[src/rtl/irq_regwin.sv]
module irq_regwin #(
  parameter int NSRC = 64,
  parameter int AW   = 12
) (
  input  logic              clk,
  input  logic              rst_n,
  input  logic              req_valid,
  output logic              req_ready,
  input  logic [1:0]        req_win,
  input  logic              req_write,
  input  logic [AW-1:0]     req_addr,
  input  logic [1:0]        req_size,
  input  logic [63:0]       req_wdata,
  input  logic [63:0]       isr_in,
  output logic              rsp_valid,
  output logic [63:0]       rsp_rdata,
  output logic [63:0]       cfg_mask,
  output logic [63:0]       cfg_edge,
  output logic [63:0]       cfg_msi_en,
  output logic [63:0]       cfg_pol,
  output logic [NSRC*8-1:0] vec_tab,
  output logic [NSRC*8-1:0] route_tab,
  output logic [63:0]       mask_off_pulse,
  output logic [63:0]       mask_on_pulse,
  output logic [63:0]       clr_pulse
);
  localparam int TIDX = $clog2(NSRC);
  localparam logic [AW-1:0] LOW_SPAN   = AW'('h100);
  localparam logic [AW-1:0] ROUTE_SPAN = AW'('h2a0);
  localparam logic [AW-1:0] HIGH_SPAN  = AW'('hc60);
  localparam logic [AW-1:0] ROUTE_BASE = AW'('h100);
  localparam logic [AW-1:0] HIGH_BASE  = AW'('h3a0);
  localparam logic [AW-1:0] A_MASK  = AW'('h020);
  localparam logic [AW-1:0] A_MSIEN = AW'('h040);
  localparam logic [AW-1:0] A_EDGE  = AW'('h060);
  localparam logic [AW-1:0] A_CLR   = AW'('h080);
  localparam logic [AW-1:0] A_RT    = AW'('h100);
  localparam logic [AW-1:0] A_VT    = AW'('h200);
  localparam logic [AW-1:0] A_STAT  = AW'('h3a0);
  localparam logic [AW-1:0] A_POL   = AW'('h3e0);
  localparam logic [AW-1-TIDX:0] RT_HI = A_RT[AW-1:TIDX];
  localparam logic [AW-1-TIDX:0] VT_HI = A_VT[AW-1:TIDX];

  logic [7:0]    rt_q [NSRC];
  logic [7:0]    vt_q [NSRC];
  logic [AW-1:0] iaddr;
  logic          acc_ok, w32_ok;
  logic [2:0]    off;
  logic [63:0]   szmask, wsh, wbits, cur_word, rt_word, vt_word;
  logic [7:0]    ben;
  logic          hit_rt, hit_vt, do_wr, do_rd;
  logic          sel_mask, sel_msien, sel_edge, sel_clr, sel_stat, sel_pol;

  assign req_ready = 1'b1;

  assign w32_ok = (req_size == 2'd2 && req_addr[1:0] == 2'b00) ||
                  (req_size == 2'd3 && req_addr[2:0] == 3'b000);

  always_comb begin
    iaddr  = req_addr;
    acc_ok = 1'b0;
    case (req_win)
      2'd0: acc_ok = (req_addr < LOW_SPAN) && w32_ok;
      2'd1: begin
        iaddr  = req_addr + ROUTE_BASE;
        acc_ok = (req_addr < ROUTE_SPAN) && (req_size == 2'd0);
      end
      2'd2: begin
        iaddr  = req_addr + HIGH_BASE;
        acc_ok = (req_addr < HIGH_SPAN) && w32_ok;
      end
      default: acc_ok = 1'b0;
    endcase
  end

  assign off   = iaddr[2:0];
  assign do_wr = req_valid && req_write && acc_ok;
  assign do_rd = req_valid && !req_write && acc_ok;

  always_comb begin
    case (req_size)
      2'd0:    szmask = 64'h0000_0000_0000_00ff;
      2'd1:    szmask = 64'h0000_0000_0000_ffff;
      2'd2:    szmask = 64'h0000_0000_ffff_ffff;
      default: szmask = '1;
    endcase
  end

  assign wsh = (req_wdata & szmask) << {off, 3'b000};

  always_comb begin
    for (int k = 0; k < 8; k++) begin
      ben[k] = (k >= int'(off)) && ((k - int'(off)) < (1 << req_size));
      wbits[8*k +: 8] = {8{ben[k]}};
    end
  end

  assign sel_mask  = iaddr[AW-1:3] == A_MASK[AW-1:3];
  assign sel_msien = iaddr[AW-1:3] == A_MSIEN[AW-1:3];
  assign sel_edge  = iaddr[AW-1:3] == A_EDGE[AW-1:3];
  assign sel_clr   = iaddr[AW-1:3] == A_CLR[AW-1:3];
  assign sel_stat  = iaddr[AW-1:3] == A_STAT[AW-1:3];
  assign sel_pol   = iaddr[AW-1:3] == A_POL[AW-1:3];
  assign hit_rt    = iaddr[AW-1:TIDX] == RT_HI;
  assign hit_vt    = iaddr[AW-1:TIDX] == VT_HI;

  always_comb begin
    for (int k = 0; k < 8; k++) begin
      rt_word[8*k +: 8] = rt_q[{iaddr[TIDX-1:3], 3'(k)}];
      vt_word[8*k +: 8] = vt_q[{iaddr[TIDX-1:3], 3'(k)}];
    end
  end

  always_comb begin
    cur_word = '0;
    if (sel_mask)       cur_word = cfg_mask;
    else if (sel_msien) cur_word = cfg_msi_en;
    else if (sel_edge)  cur_word = cfg_edge;
    else if (sel_stat)  cur_word = isr_in & ~cfg_mask;
    else if (sel_pol)   cur_word = cfg_pol;
    else if (hit_rt)    cur_word = rt_word;
    else if (hit_vt)    cur_word = vt_word;
  end

  always_ff @(posedge clk) begin
    if (!rst_n) begin
      cfg_mask       <= '1;
      cfg_edge       <= '0;
      cfg_msi_en     <= '0;
      cfg_pol        <= '0;
      rsp_valid      <= 1'b0;
      rsp_rdata      <= '0;
      mask_off_pulse <= '0;
      mask_on_pulse  <= '0;
      clr_pulse      <= '0;
      for (int i = 0; i < NSRC; i++) begin
        rt_q[i] <= '0;
        vt_q[i] <= '0;
      end
    end else begin
      rsp_valid      <= req_valid;
      rsp_rdata      <= do_rd ? ((cur_word >> {off, 3'b000}) & szmask) : '0;
      mask_off_pulse <= '0;
      mask_on_pulse  <= '0;
      clr_pulse      <= '0;
      if (do_wr && sel_mask) begin
        cfg_mask       <= (cfg_mask & ~wbits) | wsh;
        mask_off_pulse <= cfg_mask & ~((cfg_mask & ~wbits) | wsh);
        mask_on_pulse  <= ~cfg_mask & ((cfg_mask & ~wbits) | wsh);
      end
      if (do_wr && sel_msien) cfg_msi_en <= (cfg_msi_en & ~wbits) | wsh;
      if (do_wr && sel_edge)  cfg_edge   <= (cfg_edge & ~wbits) | wsh;
      if (do_wr && sel_pol)   cfg_pol    <= (cfg_pol & ~wbits) | wsh;
      if (do_wr && sel_clr)   clr_pulse  <= wsh & cfg_edge;
      for (int k = 0; k < 8; k++) begin
        if (do_wr && hit_rt && ben[k]) rt_q[{iaddr[TIDX-1:3], 3'(k)}] <= wsh[8*k +: 8];
        if (do_wr && hit_vt && ben[k]) vt_q[{iaddr[TIDX-1:3], 3'(k)}] <= wsh[8*k +: 8];
      end
    end
  end

  for (genvar i = 0; i < NSRC; i++) begin : g_tab
    assign route_tab[8*i +: 8] = rt_q[i];
    assign vec_tab[8*i +: 8]   = vt_q[i];
  end


  rsp_follow_chk: assert property (@(posedge clk) disable iff (!rst_n)
    req_valid |=> rsp_valid);

  rsp_idle_chk: assert property (@(posedge clk) disable iff (!rst_n)
    !req_valid |=> !rsp_valid);

  wr_zero_chk: assert property (@(posedge clk) disable iff (!rst_n)
    (req_valid && req_write) |=> (rsp_rdata == 64'd0));

  mask_excl_chk: assert property (@(posedge clk) disable iff (!rst_n)
    (mask_on_pulse & mask_off_pulse) == 64'd0);

  mask_dir_chk: assert property (@(posedge clk) disable iff (!rst_n)
    ((mask_on_pulse & ~cfg_mask) == 64'd0) && ((mask_off_pulse & cfg_mask) == 64'd0));

  mask_quiet_chk: assert property (@(posedge clk) disable iff (!rst_n)
    !req_valid |=> (mask_on_pulse == 64'd0 && mask_off_pulse == 64'd0 && clr_pulse == 64'd0));

  clr_edge_chk: assert property (@(posedge clk) disable iff (!rst_n)
    (clr_pulse & ~cfg_edge) == 64'd0);

  bad_win_chk: assert property (@(posedge clk) disable iff (!rst_n)
    (req_valid && req_win == 2'd3) |=> (rsp_rdata == 64'd0 && $stable(cfg_mask) &&
      $stable(cfg_edge) && $stable(cfg_pol) && $stable(cfg_msi_en)));

  route_size_chk: assert property (@(posedge clk) disable iff (!rst_n)
    (req_valid && req_win == 2'd1 && req_size != 2'd0) |=>
      (rsp_rdata == 64'd0 && $stable(route_tab) && $stable(vec_tab)));
endmodule

[config.mk]
export PLATFORM = sky130hd
export DESIGN_NAME = irq_regwin
export DESIGN_NICKNAME = d
export VERILOG_FILES = /design/src/rtl/irq_regwin.sv
export SDC_FILE = /design/constraint.sdc
export NUM_CORES = 2
export LEC_CHECK = 0
export ABC_AREA = 1
export BUFFER_PORTS_ARGS = -buffer_cell sky130_fd_sc_hd__buf_2
export CAP_MARGIN = 20
export CORE_AREA = 2 2 648 650
export CTS_CLUSTER_DIAMETER = 100
export DETAILED_ROUTE_END_ITERATION = 10
export DIE_AREA = 0 0 650 652
export GPL_ROUTABILITY_DRIVEN = 0
export PLACE_DENSITY = 0.34
export SLEW_MARGIN = 5
export SYNTH_ARGS = -nofsm -noshare
export SYNTH_HDL_FRONTEND = slang
export SYNTH_SLANG_ARGS = --single-unit
[constraint.sdc]
create_clock -name clk -period 7.33 [get_ports clk]
set_input_delay 0.3665 -clock clk [delete_from_list [all_inputs] [get_ports clk]]
set_output_delay 0.3665 -clock clk [all_outputs]
set_load 0.03 [all_outputs]
==> impl_metrics.toml <==
[cells_and_area]
fillCellCount = 46300
seqCellArea_um2 = 41000
drive_gt1_share_pct = 24.0
multiInputGateArea_um2 = 26100
fin_nets = 10100
finish.instance_area_um2 = 92600
syn2layout_area_growth_pct = 30.9
final_cells = 15600

[clocking]
clockBufferDepth = 4
numCtsBuffers = 197
cts_setup_buffers = 0
clk_latency_ns = 0.92
cts_num_sinks = 1537
htree_levels = 4
root_buffer = "clkbuf_16"
cts_hold_buffers = 2
cts_resized = 0
clk_pin_slew_ns = 0.06
cts_tree = "built"

[sta]
period_share_pct = 68.3
max_freq_ghz = 0.200
grt_setup_unrepaired = "false"
finClkSkew_ns = 0.0725
slew-limit-headroom_pct = 23.0
setup_tns_ns = 0
drv_slew = 0
setup_violations = 0
holdWs_ns = 0.0961
hold_viol_final = 0
fin_crit_ns = 5.00
tightest_slew_ns = 1.16

[drt]
wire_per_inst_um = 36.6
via_per_inst = 4.62
drtIter0Drc = 8482
routed_wirelength_um = 571000
route.detailed.drc = 0
ant_nets = 0
num_vias = 72100
drt-pass1-iter-count = 8

[place]
placed_area_um2 = 86000
port_buffers = 1684
placedCellCount = 15200
hpwlAfterDp_um = 454000

[synth]
netlist.area_leader.share_pct = 43.5
synth_area_um2 = 70700
yosys.cell_types.count = 43
synthTopCellsByCount = "nor2_1 (1920), nand2_1 (1851), edfxtp_1 (1024)"
synthCells = 8382
synthesis.nets = 8572
synth_most_common_cell = "nor2_1"
syn_avg_cell_area_um2 = 8.44
synth.top_cells.by_area = "edfxtp_1 (43%), dfxtp_1 (15%), nor2_1 (10%)"
synth_top_area_cell = "edfxtp_1"
async_flop_share_pct = 0
yosysSeqAreaShare_pct = 58.0
synth_edf_count = 1024
synth_flop_cell = "edfxtp_1"
ys_seq_elements = 1537
ys_warn_count = 0

[die]
fp.dieH_um = 652
io_pins = 1686
die_w_um = 650
coreArea_um2 = 416000
initial_core_util_pct = 17.0
row_count = 237
die_area_um2 = 424000

[setup_path]
end_kind = "register"
crit_required_ns = 7.87
critPathKind = "in2reg"
reg2reg_from = "rt_q[7][4]$_SDFFCE_PN0P_"
startpoint = "req_size[1]"
critPathLaunchType = "primary input"
worstPathArrival_ns = 5.54
path_max_fanout = 24
rrSetupSlack_ns = 3.44

[global_routing]
grt_pass1_wl_um = 723000
grt_start_max_net_pins = 133
antenna_found_initial = 77
grt-ovfl-total = 0
track_usage_pct = 25.7
grt_pass1_vias = 68900

[worst_hold_path]
hold_path.class = "in2reg"
min_from = "rst_n"

[power]
ir_drop_uv = 174
power_density_nw_per_um2 = 254
p_leak_nw = 37.4

[run_status]
status = "finished clean"

[run]
cap_violations = 0
-- worst max-delay path: stages --
cell	delay, ns
buf_2	0.53
inv_1	0.12
or2_1	0.39
o22ai_1	0.48
buf_4	0.24
nand3_1	0.08
o41ai_1	0.06
nand2_1	0.13
nor3_1	0.41
inv_2	0.22
nor2_2	0.17
nand2_2	0.52
nor2_2	0.92
nand2_1	0.42
nand2_1	0.41
-- cell usage in the layout, fill, tap and decap left out, drive strengths merged, types with 111 or more instances in the layout --
master,n
o21ai,477
nor3,163
or2,111
a22oi,143
clkbuf,250
nor2,1940
dfxtp,513
nand3,292
a21oi,509
buf,1889
inv,467
edfxtp,1024
nand2,1852
-- through the flow --
stage	setup slack [ns]	power (mW)	util, %
floorplan	2.87	11.5	-
global placement	1.38	13.7	20.7
detailed placement	1.28	13.7	20.7
CTS	2.26	23.8	22.2
global route	2.04	24.2	22.2
finish	2.33	23.5	22.3
-- routing by layer --
metal / vias up / routed length, um / GRT usage, %
li1: 30900 / - / -
met1: 36300 / 213000 / 29.7
met2: 4006 / 271000 / 43.4
met3: 835 / 52100 / 7.26
met4: 26 / 35000 / 13.2
met5: - / 176 / 0
-- state kept, by name, indices dropped and copies added, names as in the netlist --
register,flops
rt_q,512
vt_q,512
cfg_edge,64
cfg_mask,64
cfg_msi_en,64
cfg_pol,64
clr_pulse,64
mask_off_pulse,64
mask_on_pulse,64
rsp_rdata,64
rsp_valid,1
-- area by class of cell --
type                    instances  area share (%)
diodes                         38           0.103
multi-input cells            5810            28.2
inverters                     479            1.97
well taps                    5497            7.43
clock buffers                 249            5.80
repair buffers               1892            11.0
flip-flops and latches       1537            44.3
clock inverters               109            1.20
-- power by group --
group	leakage (nW)	switching [mW]	internal (mW)
Sequential	13.8	0.352	9.53
Clock	3.18	4.24	5.82
Combinational	20.4	2.97	0.637
Total	37.4	7.56	16.0
-- kinds of logic after synthesis --
kind of cell,count (synthesis),share of synthesized area (%)
AOI/OAI and AO/OA,1257,9.81
adders and majority gates,42,0.743
buffers and inverters,1035,5.64
DFF,1537,58.0
muxes,7,0.0991
other,1,0.00530
and+or+nand+nor,4503,25.7
-- path summary, 6_finish.rpt --
kind,endpoint,depth (start not counted)
worst max-delay path,rt_q[0][21]$_SDFFCE_PN0P_,15
worst min-delay path,rsp_valid$_SDFF_PN0_,3
worst max register to register,rsp_rdata[4]$_SDFF_PN0_,15
worst min register to register,mask_on_pulse[41]$_SDFF_PN0_,1
(Power assumes the default switching activity.)
